`src/rtl/csr_cnt_pkg.sv`:
```
package csr_cnt_pkg;
   typedef enum logic [1:0] {
      MODE_USER  = 2'd0,
      MODE_SUPER = 2'd1,
      MODE_RSVD  = 2'd2,
      MODE_MACH  = 2'd3
   } pmode_e;

   localparam int unsigned N_CTR     = 32;
   localparam int unsigned N_KINDS   = 3;
   localparam int unsigned STORE_LO  = 32;
   localparam int unsigned N_SLOTS   = 5;
   localparam int unsigned N_IDX     = 40;
   localparam int unsigned SLOT_W    = 3;
   localparam int unsigned SEL_W     = 5;

   localparam int unsigned SLOT_MODE = 0;
   localparam int unsigned SLOT_ISA  = 1;
   localparam int unsigned SLOT_STAT = 2;
   localparam int unsigned SLOT_MEN  = 3;
   localparam int unsigned SLOT_SEN  = 4;

   localparam logic [31:0] ISA_EXT   = 32'h0014_112D;
   localparam logic [31:0] EN_RESET  = 32'h7;
endpackage

```
`src/rtl/csr_ctr.sv`:
```
module csr_ctr #(
   parameter int unsigned CNT_W = 64
) (
   input  logic             clk,
   input  logic             rst_n,
   input  logic             bump,
   output logic [CNT_W-1:0] count
);
   if (CNT_W < 1) begin : g_bad_w
      $error("csr_ctr: CNT_W must be at least 1");
   end

   always_ff @(posedge clk or negedge rst_n) begin
      if (!rst_n)    count <= '0;
      else if (bump) count <= count + 1'b1;
   end

   a_r7_step_on_bump: assert property (@(posedge clk) disable iff (!rst_n)
      bump |=> count == $past(count) + 1'b1);
   a_r7_idle_holds: assert property (@(posedge clk) disable iff (!rst_n)
      !bump |=> $stable(count));
endmodule

```
`src/rtl/csr_gate.sv`:
```
module csr_gate
   import csr_cnt_pkg::*;
(
   input  logic [1:0]       mode,
   input  logic [N_CTR-1:0] sup_mask,
   input  logic [N_CTR-1:0] usr_mask,
   input  logic [SEL_W-1:0] sel,
   output logic             allow
);
   always_comb begin
      unique case (pmode_e'(mode))
         MODE_MACH:  allow = 1'b1;
         MODE_SUPER: allow = sup_mask[sel];
         MODE_USER:  allow = usr_mask[sel];
         default:    allow = 1'b0;
      endcase
   end

   always_comb begin
      if (mode == 2'd2) a_r6_reserved_denies: assert (!allow);
   end
endmodule

```
`src/rtl/csr_store.sv`:
```
module csr_store
   import csr_cnt_pkg::*;
#(
   parameter int unsigned XLEN = 64
) (
   input  logic              clk,
   input  logic              rst_n,
   input  logic              we,
   input  logic [SLOT_W-1:0] slot,
   input  logic [XLEN-1:0]   wdata,
   output logic [XLEN-1:0]   rdata,
   output logic [1:0]        mode_o,
   output logic [N_CTR-1:0]  sup_mask_o,
   output logic [N_CTR-1:0]  usr_mask_o
);
   if (XLEN < 36) begin : g_bad_xlen
      $error("csr_store: XLEN must hold the status width fields");
   end

   logic [XLEN-1:0] mem [N_SLOTS];

   function automatic logic [XLEN-1:0] init_val(int unsigned k);
      case (k)
         SLOT_MODE: return XLEN'(MODE_MACH);
         SLOT_ISA:  return (XLEN'(2) << (XLEN-2)) | XLEN'(ISA_EXT);
         SLOT_STAT: return (XLEN'(2) << 32) | (XLEN'(2) << 34) | (XLEN'(1) << 13);
         SLOT_MEN, SLOT_SEN: return XLEN'(EN_RESET);
         default:   return '0;
      endcase
   endfunction

   for (genvar k = 0; k < N_SLOTS; k++) begin : g_slot
      always_ff @(posedge clk or negedge rst_n) begin
         if (!rst_n)                           mem[k] <= init_val(k);
         else if (we && slot == SLOT_W'(k))    mem[k] <= wdata;
      end

      a_r8_untouched_holds: assert property (@(posedge clk) disable iff (!rst_n)
         !(we && slot == SLOT_W'(k)) |=> $stable(mem[k]));
      a_r8_write_lands: assert property (@(posedge clk) disable iff (!rst_n)
         (we && slot == SLOT_W'(k)) |=> mem[k] == $past(wdata));
   end

   always_comb begin
      rdata = '0;
      if (32'(slot) < N_SLOTS) rdata = mem[slot];
   end

   assign mode_o     = mem[SLOT_MODE][1:0];
   assign sup_mask_o = mem[SLOT_MEN][N_CTR-1:0];
   assign usr_mask_o = mem[SLOT_SEN][N_CTR-1:0];
endmodule

```
`src/rtl/csr_cnt_unit.sv`:
```
module csr_cnt_unit
   import csr_cnt_pkg::*;
#(
   parameter int unsigned XLEN  = 64,
   parameter int unsigned CNT_W = 64,
   parameter int unsigned IDX_W = 6
) (
   input  logic             clk,
   input  logic             rst_n,
   input  logic [IDX_W-1:0] acc_idx,
   input  logic [XLEN-1:0]  wr_data,
   input  logic             wr_en,
   input  logic             rd_en,
   input  logic             retire,
   input  logic             tick,
   output logic [XLEN-1:0]  rd_data,
   output logic             bad_idx
);
   if (CNT_W > XLEN) begin : g_bad_cnt
      $error("csr_cnt_unit: CNT_W may not exceed XLEN");
   end
   if ((64'd1 << IDX_W) < 64'(N_IDX)) begin : g_bad_idx
      $error("csr_cnt_unit: IDX_W too narrow for the index space");
   end

   logic             idx_ok, is_ctr, in_store, allow;
   logic [N_KINDS-1:0] bump;
   logic [CNT_W-1:0] ctr_q [N_KINDS];
   logic [CNT_W-1:0] ctr_pick;
   logic [SEL_W-1:0] sel;
   logic [SLOT_W-1:0] slot;
   logic [XLEN-1:0]  store_rd, rd_next;
   logic [1:0]       mode;
   logic [N_CTR-1:0] sup_mask, usr_mask;

   assign idx_ok   = 32'(acc_idx) < N_IDX;
   assign is_ctr   = 32'(acc_idx) < N_CTR;
   assign in_store = idx_ok && !is_ctr;
   assign sel      = acc_idx[SEL_W-1:0];
   assign slot     = SLOT_W'(32'(acc_idx) - STORE_LO);

   assign bump[0] = 1'b1;
   assign bump[1] = tick;
   assign bump[2] = retire;

   for (genvar k = 0; k < N_KINDS; k++) begin : g_ctr
      csr_ctr #(.CNT_W(CNT_W)) u_ctr (
         .clk   (clk),
         .rst_n (rst_n),
         .bump  (bump[k]),
         .count (ctr_q[k])
      );
   end

   csr_store #(.XLEN(XLEN)) u_store (
      .clk        (clk),
      .rst_n      (rst_n),
      .we         (wr_en && in_store),
      .slot       (slot),
      .wdata      (wr_data),
      .rdata      (store_rd),
      .mode_o     (mode),
      .sup_mask_o (sup_mask),
      .usr_mask_o (usr_mask)
   );

   csr_gate u_gate (
      .mode     (mode),
      .sup_mask (sup_mask),
      .usr_mask (usr_mask),
      .sel      (sel),
      .allow    (allow)
   );

   always_comb begin
      unique case (sel)
         SEL_W'(1): ctr_pick = ctr_q[1];
         SEL_W'(2): ctr_pick = ctr_q[2];
         default:   ctr_pick = ctr_q[0];
      endcase
   end

   always_comb begin
      rd_next = '0;
      if (is_ctr)        rd_next = allow ? XLEN'(ctr_pick) : '0;
      else if (in_store) rd_next = store_rd;
   end

   always_ff @(posedge clk or negedge rst_n) begin
      if (!rst_n) begin
         rd_data <= '0;
         bad_idx <= 1'b0;
      end else begin
         if (rd_en) rd_data <= rd_next;
         bad_idx <= (rd_en || wr_en) && !idx_ok;
      end
   end

   a_r9_flag_follows: assert property (@(posedge clk) disable iff (!rst_n)
      ((rd_en || wr_en) && !idx_ok) |=> bad_idx);
   a_r9_bad_read_zero: assert property (@(posedge clk) disable iff (!rst_n)
      (rd_en && !idx_ok) |=> rd_data == '0);
   a_r6_denied_zero: assert property (@(posedge clk) disable iff (!rst_n)
      (rd_en && is_ctr && !allow) |=> rd_data == '0);
   a_r6_machine_cycle: assert property (@(posedge clk) disable iff (!rst_n)
      (rd_en && acc_idx == '0 && mode == 2'd3) |=> rd_data == XLEN'($past(ctr_q[0])));
   a_r10_hold: assert property (@(posedge clk) disable iff (!rst_n)
      !rd_en |=> $stable(rd_data));
   a_r11_id_zero: assert property (@(posedge clk) disable iff (!rst_n)
      (rd_en && in_store && 32'(slot) >= N_SLOTS) |=> rd_data == '0);
endmodule

```
`config.mk`:
```
export PLATFORM = sky130hd
export DESIGN_NAME = csr_cnt_unit
export DESIGN_NICKNAME = d
export VERILOG_FILES = /design/src/rtl/csr_cnt_pkg.sv /design/src/rtl/csr_ctr.sv /design/src/rtl/csr_gate.sv /design/src/rtl/csr_store.sv /design/src/rtl/csr_cnt_unit.sv
export SDC_FILE = /design/constraint.sdc
export NUM_CORES = 1
export LEC_CHECK = 0
export BUFFER_PORTS_ARGS = -buffer_cell sky130_fd_sc_hd__buf_2
export CAP_MARGIN = 5
export CORE_MARGIN = 2
export CORE_UTILIZATION = 60
export CTS_CLUSTER_SIZE = 10
export DETAILED_ROUTE_END_ITERATION = 16
export PLACE_DENSITY = 0.78
export SLEW_MARGIN = 20
export SYNTH_ARGS = -nofsm -noshare
export SYNTH_HDL_FRONTEND = slang
export SYNTH_SLANG_ARGS = --single-unit
```
`constraint.sdc`:
```
create_clock -name clk -period 5.9 [get_ports clk]
set_clock_uncertainty 0.2 [all_clocks]
set_input_delay 1.77 -clock clk [delete_from_list [all_inputs] [get_ports clk]]
set_output_delay 1.77 -clock clk [all_outputs]
set_load 0.02 [all_outputs]
```
==> results.sh, run 1 <==
export IMPL_die_y_um=216
export IMPL_routedWlPerCell_um=23.2
export IMPL_drv_cap=0
export IMPL_drc_errors=0
export IMPL_first_pass_iters=5
export IMPL_layout_drive_gt1_share_pct=29.4
export IMPL_ctsRootBufferMaster="clkbuf_16"
export IMPL_finalMaxSlewViolations=0
export IMPL_synth_cell_types=50
export IMPL_outcome="finished, final reports clean"
export IMPL_port_buffers=140
export IMPL_grt_max_degree=194
export IMPL_crit_path_end="rd_data[46]$_DFFE_PN0P_"
export IMPL_vdd_drop_max_v=0.000243
export IMPL_syn_to_final_growth_pct=12.0
export IMPL_start_util_pct=60.7
export IMPL_ys_flop_type="dfrtp_1"
export IMPL_die_w_um=216
export IMPL_setup_viol_count_final=0
export IMPL_leakage_nw=13.4
export IMPL_grt_usage_pct=29.9
export IMPL_slew_headroom_pct=18.4
export IMPL_syn_area_um2=26800
export IMPL_worstPathMaxFanout=51
export IMPL_finalHoldViolCount=0
export IMPL_die_area_um2=46500
export IMPL_grt_pass1_vias=19600
export IMPL_cts_tree="done"
export IMPL_via_per_inst=6.48
export IMPL_crit_buf_inv=2
export IMPL_syn_instance_count=2180
export IMPL_clockBufferDepth=3
export IMPL_tritoncts_num_buffers=68
export IMPL_hold_ws_ps=271
export IMPL_final_nets=2373
export IMPL_drt_antenna_violating_nets=0
export IMPL_synth_seq_cells=577
export IMPL_synth_edf_count=0
export IMPL_cp_depth=9
export IMPL_reg2reg_to="g_ctr[2].u_ctr.count[39]$_DFFE_PN0P_"
export IMPL_arrival_ps=4630
export IMPL_worstRegToRegCells=7
export IMPL_max_stage_delay_ps=810
export IMPL_ctsHtreeMaxLevel=3
export IMPL_core_region_area_um2=44200
export IMPL_synth_nets=2259
export IMPL_worst_pin_slew_ps=1210
export IMPL_cts_hold_buf=0
export IMPL_syn_avg_cell_area_um2=12.3
export IMPL_async_reset_ff_share_pct=100
export IMPL_post_cts_resize_count=0
export IMPL_synth_seq_area_share_pct=53.9
export IMPL_cp_common_cell="buf_4"
export IMPL_clkTransAtPathRegs_ps=50
export IMPL_num_io_pins=141
export IMPL_required_ps=6190
export IMPL_cts_sinks=577
export IMPL_r2r_start="g_ctr[2].u_ctr.count[8]$_DFFE_PN0P_"
export IMPL_start_kind="input pin"
export IMPL_overflow=0
export IMPL_grt_pass1_wl_um=110000
export IMPL_gp_congestion=0.883
export IMPL_finalCritPeriodShare_pct=73.5
export IMPL_route_vias_total=18900
export IMPL_timing_critical_path_cells="buf_4 > nand2b_1 > nor4_2 > nor2_4 > buf_4 > nand2_1 > nand3_1 > o21ai_0 > o22ai_1"
export IMPL_cp_top_family="simple AND/OR/NAND/NOR gates"
export IMPL_drt_iter0_drc=1789
export IMPL_powerDensity_nw_per_um2=310
export IMPL_rsz0062_at_grt="no"
export IMPL_endpoint_kind="register"
export IMPL_min_path_type="register to register"
export IMPL_num_rows=77
export IMPL_slowest_stage="nor2_4"
export IMPL_clkLatencyLatePin_ps=590
export IMPL_fmax_mhz=231
export IMPL_ff2ff_setup_slack_ps=2510
export IMPL_post_route_util_pct=68.0
export IMPL_crit_type="input pin to register"
export IMPL_ys_warn_count=0
export IMPL_finalCriticalPeriod_ps=4330
export IMPL_tns_ps=0
export IMPL_crit_start="acc_idx[0]"
export IMPL_routed_wl_um=67800
export IMPL_antenna_found_initial=6
export IMPL_hpwl_um=43900
export IMPL_cts_setup_buffers=0
how the worst min path moves through the flow:
stage	startpoint	to	slack [ps]	cells past startpoint
4_1_cts	g_ctr[2].u_ctr.count[63]$_DFFE_PN0P_	g_ctr[2].u_ctr.count[63]$_DFFE_PN0P_	280	1
3_3_place_gp	g_ctr[2].u_ctr.count[63]$_DFFE_PN0P_	g_ctr[2].u_ctr.count[63]$_DFFE_PN0P_	260	1
5_1_grt	g_ctr[2].u_ctr.count[63]$_DFFE_PN0P_	g_ctr[2].u_ctr.count[63]$_DFFE_PN0P_	290	1
6_report	g_ctr[0].u_ctr.count[63]$_DFF_PN0_	g_ctr[0].u_ctr.count[63]$_DFF_PN0_	270	1
3_5_place_dp	g_ctr[0].u_ctr.count[63]$_DFF_PN0_	g_ctr[0].u_ctr.count[63]$_DFF_PN0_	270	1
2_1_floorplan	g_ctr[1].u_ctr.count[63]$_DFFE_PN0P_	g_ctr[1].u_ctr.count[63]$_DFFE_PN0P_	240	1
through the flow:
step                setup WS, ps  instances  power [mW]  cell area (um^2)
floorplan                   1910       2180        5.26             26800
global placement            1130       2816        5.61             28200
detailed placement           997       2816        5.68             28200
CTS                         1560       2910        9.38             30100
global route                1330       2912        9.68             30100
finish                      1570       2918        9.33             30100
cells by family after synthesis:
logic type / Yosys count / share of synthesized area (%)
AOI/OAI and AO/OA: 348 / 8.19
xor gates and xnor gates: 187 / 6.10
adders and majority gates: 3 / 0.140
buffers and inverters: 149 / 2.29
DFF: 577 / 53.9
muxes: 407 / 19.9
and+or+nand+nor: 509 / 9.55
synth_stat cells, types with 6 or more instances:
cell,n,area share (%)
dfrtp_1,557,52
mux2_2,321,13
nand3_1,154,2.9
nand2_1,153,2.1
xnor2_1,140,4.6
a22oi_1,130,3.6
o21ai_0,110,2.1
clkbuf_1,72,1.0
mux4_2,68,5.7
o22ai_1,65,1.5
nor2_1,53,0.74
xor2_1,47,1.5
nand4_1,46,1.1
buf_2,38,0.71
and3_1,29,0.68
o21ai_1,25,0.47
buf_1,20,0.28
dfstp_2,20,2.0
nor3_1,19,0.35
inv_1,17,0.24
mux2i_1,15,0.56
and4_1,14,0.46
nor2b_1,8,0.19
and2_1,7,0.16
nor4_1,6,0.14
sequential cells by signal (all words and copies together), names as in the netlist:
signal and flops:
u_store.mem 254, g_ctr.u_ctr.count 192, rd_data 64, u_store.sup_mask_o 32, u_store.usr_mask_o 32, u_store.mode_o 2
bad_idx 1
layout by cell type (no fill, tap or decap), types with 4 or more instances in the layout:
| cell | n |
|---|---|
| a211oi_1 | 5 |
| a22oi_1 | 130 |
| and2_1 | 7 |
| and3_1 | 29 |
| and4_1 | 14 |
| buf_12 | 6 |
| buf_2 | 136 |
| buf_4 | 32 |
| clkbuf_1 | 20 |
| clkbuf_16 | 71 |
| dfrtp_1 | 557 |
| dfstp_2 | 20 |
| diode_2 | 8 |
| inv_1 | 17 |
| mux2_2 | 321 |
| mux2i_1 | 15 |
| mux4_2 | 68 |
| nand2_1 | 153 |
| nand3_1 | 153 |
| nand4_1 | 46 |
| nor2_1 | 49 |
| nor2_4 | 4 |
| nor2b_1 | 8 |
| nor3_1 | 16 |
| nor4_2 | 4 |
| o21ai_0 | 110 |
| o21ai_1 | 25 |
| o22ai_1 | 65 |
| xnor2_1 | 140 |
| xor2_1 | 47 |
per-layer routing:
layer	up-vias	part of all wire [%]	track usage (%)
li1	8229	-	-
met1	9826	42	41.1
met2	681	47	46.6
met3	159	7.9	7.64
met4	0	3.0	11.0
met5	-	0	0
where the power goes:
part	switching [mW]	internal, mW	leakage [nW]
Combinational	0.508	0.507	4.79
Clock	1.53	2.16	0.912
Sequential	0.272	4.34	7.68
Total	2.31	7.01	13.4
worst register-to-register path, stage by stage (launching register included):
cell     delay, ps
dfrtp_1        430
and4_1         290
and4_1         450
and4_1         350
nand3_1        220
nor3_2         870
nand3_1        270
xnor2_1        190
layout make-up:
| cell class | count | area [um^2] |
|---|---|---|
| sequential | 577 | 14500 |
| fill | 3061 | 14100 |
| multi-input combinational | 1454 | 11900 |
| clock buffer | 91 | 1850 |
| timing repair buffer | 175 | 1060 |
| tap | 592 | 741 |
| inverter | 18 | 67.6 |
| clock inverter | 3 | 22.5 |
| antenna | 8 | 20.0 |
No activity file was read; power rests on OpenSTA's default activity.
==> inputs of run 2 (changes only) <==
==> constraint.sdc (replaced) <==
create_clock -name clk -period 4.5 [get_ports clk]
set_clock_uncertainty 0.2 [all_clocks]
set_input_delay 1.35 -clock clk [delete_from_list [all_inputs] [get_ports clk]]
set_output_delay 1.35 -clock clk [all_outputs]
set_load 0.02 [all_outputs]
==> results.sh, run 2 (same netlist as run 1, synthesis figures left out) <==
export IMPL_cts_sinks=577
export IMPL_core_region_area_um2=44200
export IMPL_cts_hold_buf=0
export IMPL_clkLatencyLatePin_ps=600
export IMPL_finalCriticalPeriod_ps=3390
export IMPL_cts_tree="done"
export IMPL_finalMaxSlewViolations=0
export IMPL_setup_viol_count_final=0
export IMPL_overflow=0
export IMPL_num_rows=77
export IMPL_start_util_pct=60.7
export IMPL_drv_cap=0
export IMPL_ctsHtreeMaxLevel=3
export IMPL_port_buffers=140
export IMPL_die_y_um=216
export IMPL_crit_type="input pin to register"
export IMPL_powerDensity_nw_per_um2=404
export IMPL_layout_common_cells="dfrtp_1, mux2_2, nand3_1, nand2_1, xnor2_1"
export IMPL_max_stage_delay_ps=460
export IMPL_clkTransAtPathRegs_ps=60
export IMPL_routed_wl_um=68900
export IMPL_route_vias_total=18900
export IMPL_outcome="finished, final reports clean"
export IMPL_layout_drive_gt1_share_pct=30.2
export IMPL_worstPathMaxFanout=39
export IMPL_tns_ps=0
export IMPL_timing_critical_path_cells="buf_4 > buf_4 > mux2i_1 > o21ai_1 > a221oi_1 > a21oi_1 > a211oi_4 > buf_4 > o22ai_1"
export IMPL_gp_congestion=0.882
export IMPL_finalCritPeriodShare_pct=75.3
export IMPL_hpwl_um=44900
export IMPL_tritoncts_num_buffers=68
export IMPL_antenna_found_initial=6
export IMPL_leakage_nw=13.5
export IMPL_drt_antenna_violating_nets=0
export IMPL_largest_reg_flops=254
export IMPL_total_power_mw=12.3
export IMPL_post_cts_resize_count=0
export IMPL_slew_headroom_pct=29.4
export IMPL_grt_usage_pct=30.3
export IMPL_grt_max_degree=159
export IMPL_min_path_type="register to register"
export IMPL_required_ps=4740
export IMPL_largest_registers="u_store.mem: 254 flops, g_ctr.u_ctr.count: 192 flops, rd_data: 64 flops"
export IMPL_start_kind="input pin"
export IMPL_clockBufferDepth=3
export IMPL_rsz0062_at_grt="no"
export IMPL_arrival_ps=3630
export IMPL_vdd_drop_max_v=0.000263
export IMPL_slowest_stage="buf_4"
export IMPL_first_pass_iters=5
export IMPL_drt_iter0_drc=1831
export IMPL_endpoint_kind="register"
export IMPL_drc_errors=0
export IMPL_fmax_mhz=295
export IMPL_grt_pass1_vias=19600
export IMPL_syn_to_final_growth_pct=13.1
export IMPL_routedWlPerCell_um=23.5
export IMPL_grt_pass1_wl_um=111000
export IMPL_ctsRootBufferMaster="clkbuf_16"
export IMPL_via_per_inst=6.45
export IMPL_cts_setup_buffers=0
export IMPL_num_io_pins=141
export IMPL_hold_ws_ps=272
export IMPL_final_nets=2394
export IMPL_finalHoldViolCount=0
export IMPL_die_area_um2=46500
export IMPL_final_common_cell="dfrtp_1"
export IMPL_post_route_util_pct=68.6
export IMPL_cp_common_cell="buf_4"
export IMPL_worst_pin_slew_ps=1050
export IMPL_die_w_um=216
export IMPL_top_register="u_store.mem"
-- run 2: cell types whose count changed in the layout (fill, tap and decap cells not counted), moves of 2 or more --
| cell | delta |
|---|---|
| buf_4 | +12 |
| buf_12 | +8 |
| clkbuf_1 | -6 |
| diode_2 | -3 |
| inv_6 | +2 |
-- run 2: through the flow --
stage	instance area, um^2	instances	setup slack (ps)
6_report	30400	2934	1110
3_5_place_dp	28400	2836	476
3_3_place_gp	28400	2836	568
5_1_grt	30300	2930	931
2_1_floorplan	26800	2180	925
4_1_cts	30300	2928	1110
-- run 2: path summary, 6_finish.rpt --
kind | from | endpoint | slack [ps] | cells past startpoint
min in group asynchronous | rst_n | g_ctr[1].u_ctr.count[10]$_DFFE_PN0P_ | 590 | 1
max in group asynchronous | rst_n | rd_data[54]$_DFFE_PN0P_ | 2500 | 2
setup reg to reg | g_ctr[1].u_ctr.count[30]$_DFFE_PN0P_ | g_ctr[1].u_ctr.count[63]$_DFFE_PN0P_ | 1270 | 7
setup / recovery | acc_idx[1] | rd_data[35]$_DFFE_PN0P_ | 1110 | 9
hold / removal | g_ctr[2].u_ctr.count[63]$_DFFE_PN0P_ | g_ctr[2].u_ctr.count[63]$_DFFE_PN0P_ | 270 | 1
hold reg to reg | g_ctr[2].u_ctr.count[63]$_DFFE_PN0P_ | g_ctr[2].u_ctr.count[63]$_DFFE_PN0P_ | 270 | 1
-- run 2: area by class of cell --
type	instances	area, um^2
clock inverter	7	63.8
clock buffer	85	1820
fill	3043	13900
tap	592	741
timing repair buffer	196	1330
inverter	18	67.6
sequential	577	14500
multi-input combinational	1454	11900
antenna	5	12.5
-- run 2: report_power, final --
part | switching [mW] | total [mW] | internal [mW] | leakage (nW)
Sequential | 0.355 | 6.05 | 5.70 | 7.68
Combinational | 0.663 | 1.34 | 0.677 | 4.93
Clock | 2.05 | 4.86 | 2.82 | 0.915
Total | 3.06 | 12.3 | 9.19 | 13.5
-- run 2: critical path, delay by kind of cell --
family                 cells  cell delay, ps
buffers and inverters      3             970
AOI/OAI and AO/OA          5            1030
muxes                      1             240
-- run 2: per-layer routing --
layer / track usage (%) / up-vias / share of wire [%]
met5: 0 / - / 0.036
met4: 10.4 / 4 / 2.7
met3: 6.15 / 153 / 7.6
met2: 47.6 / 733 / 47
met1: 42.5 / 9777 / 42
li1: - / 8244 / -
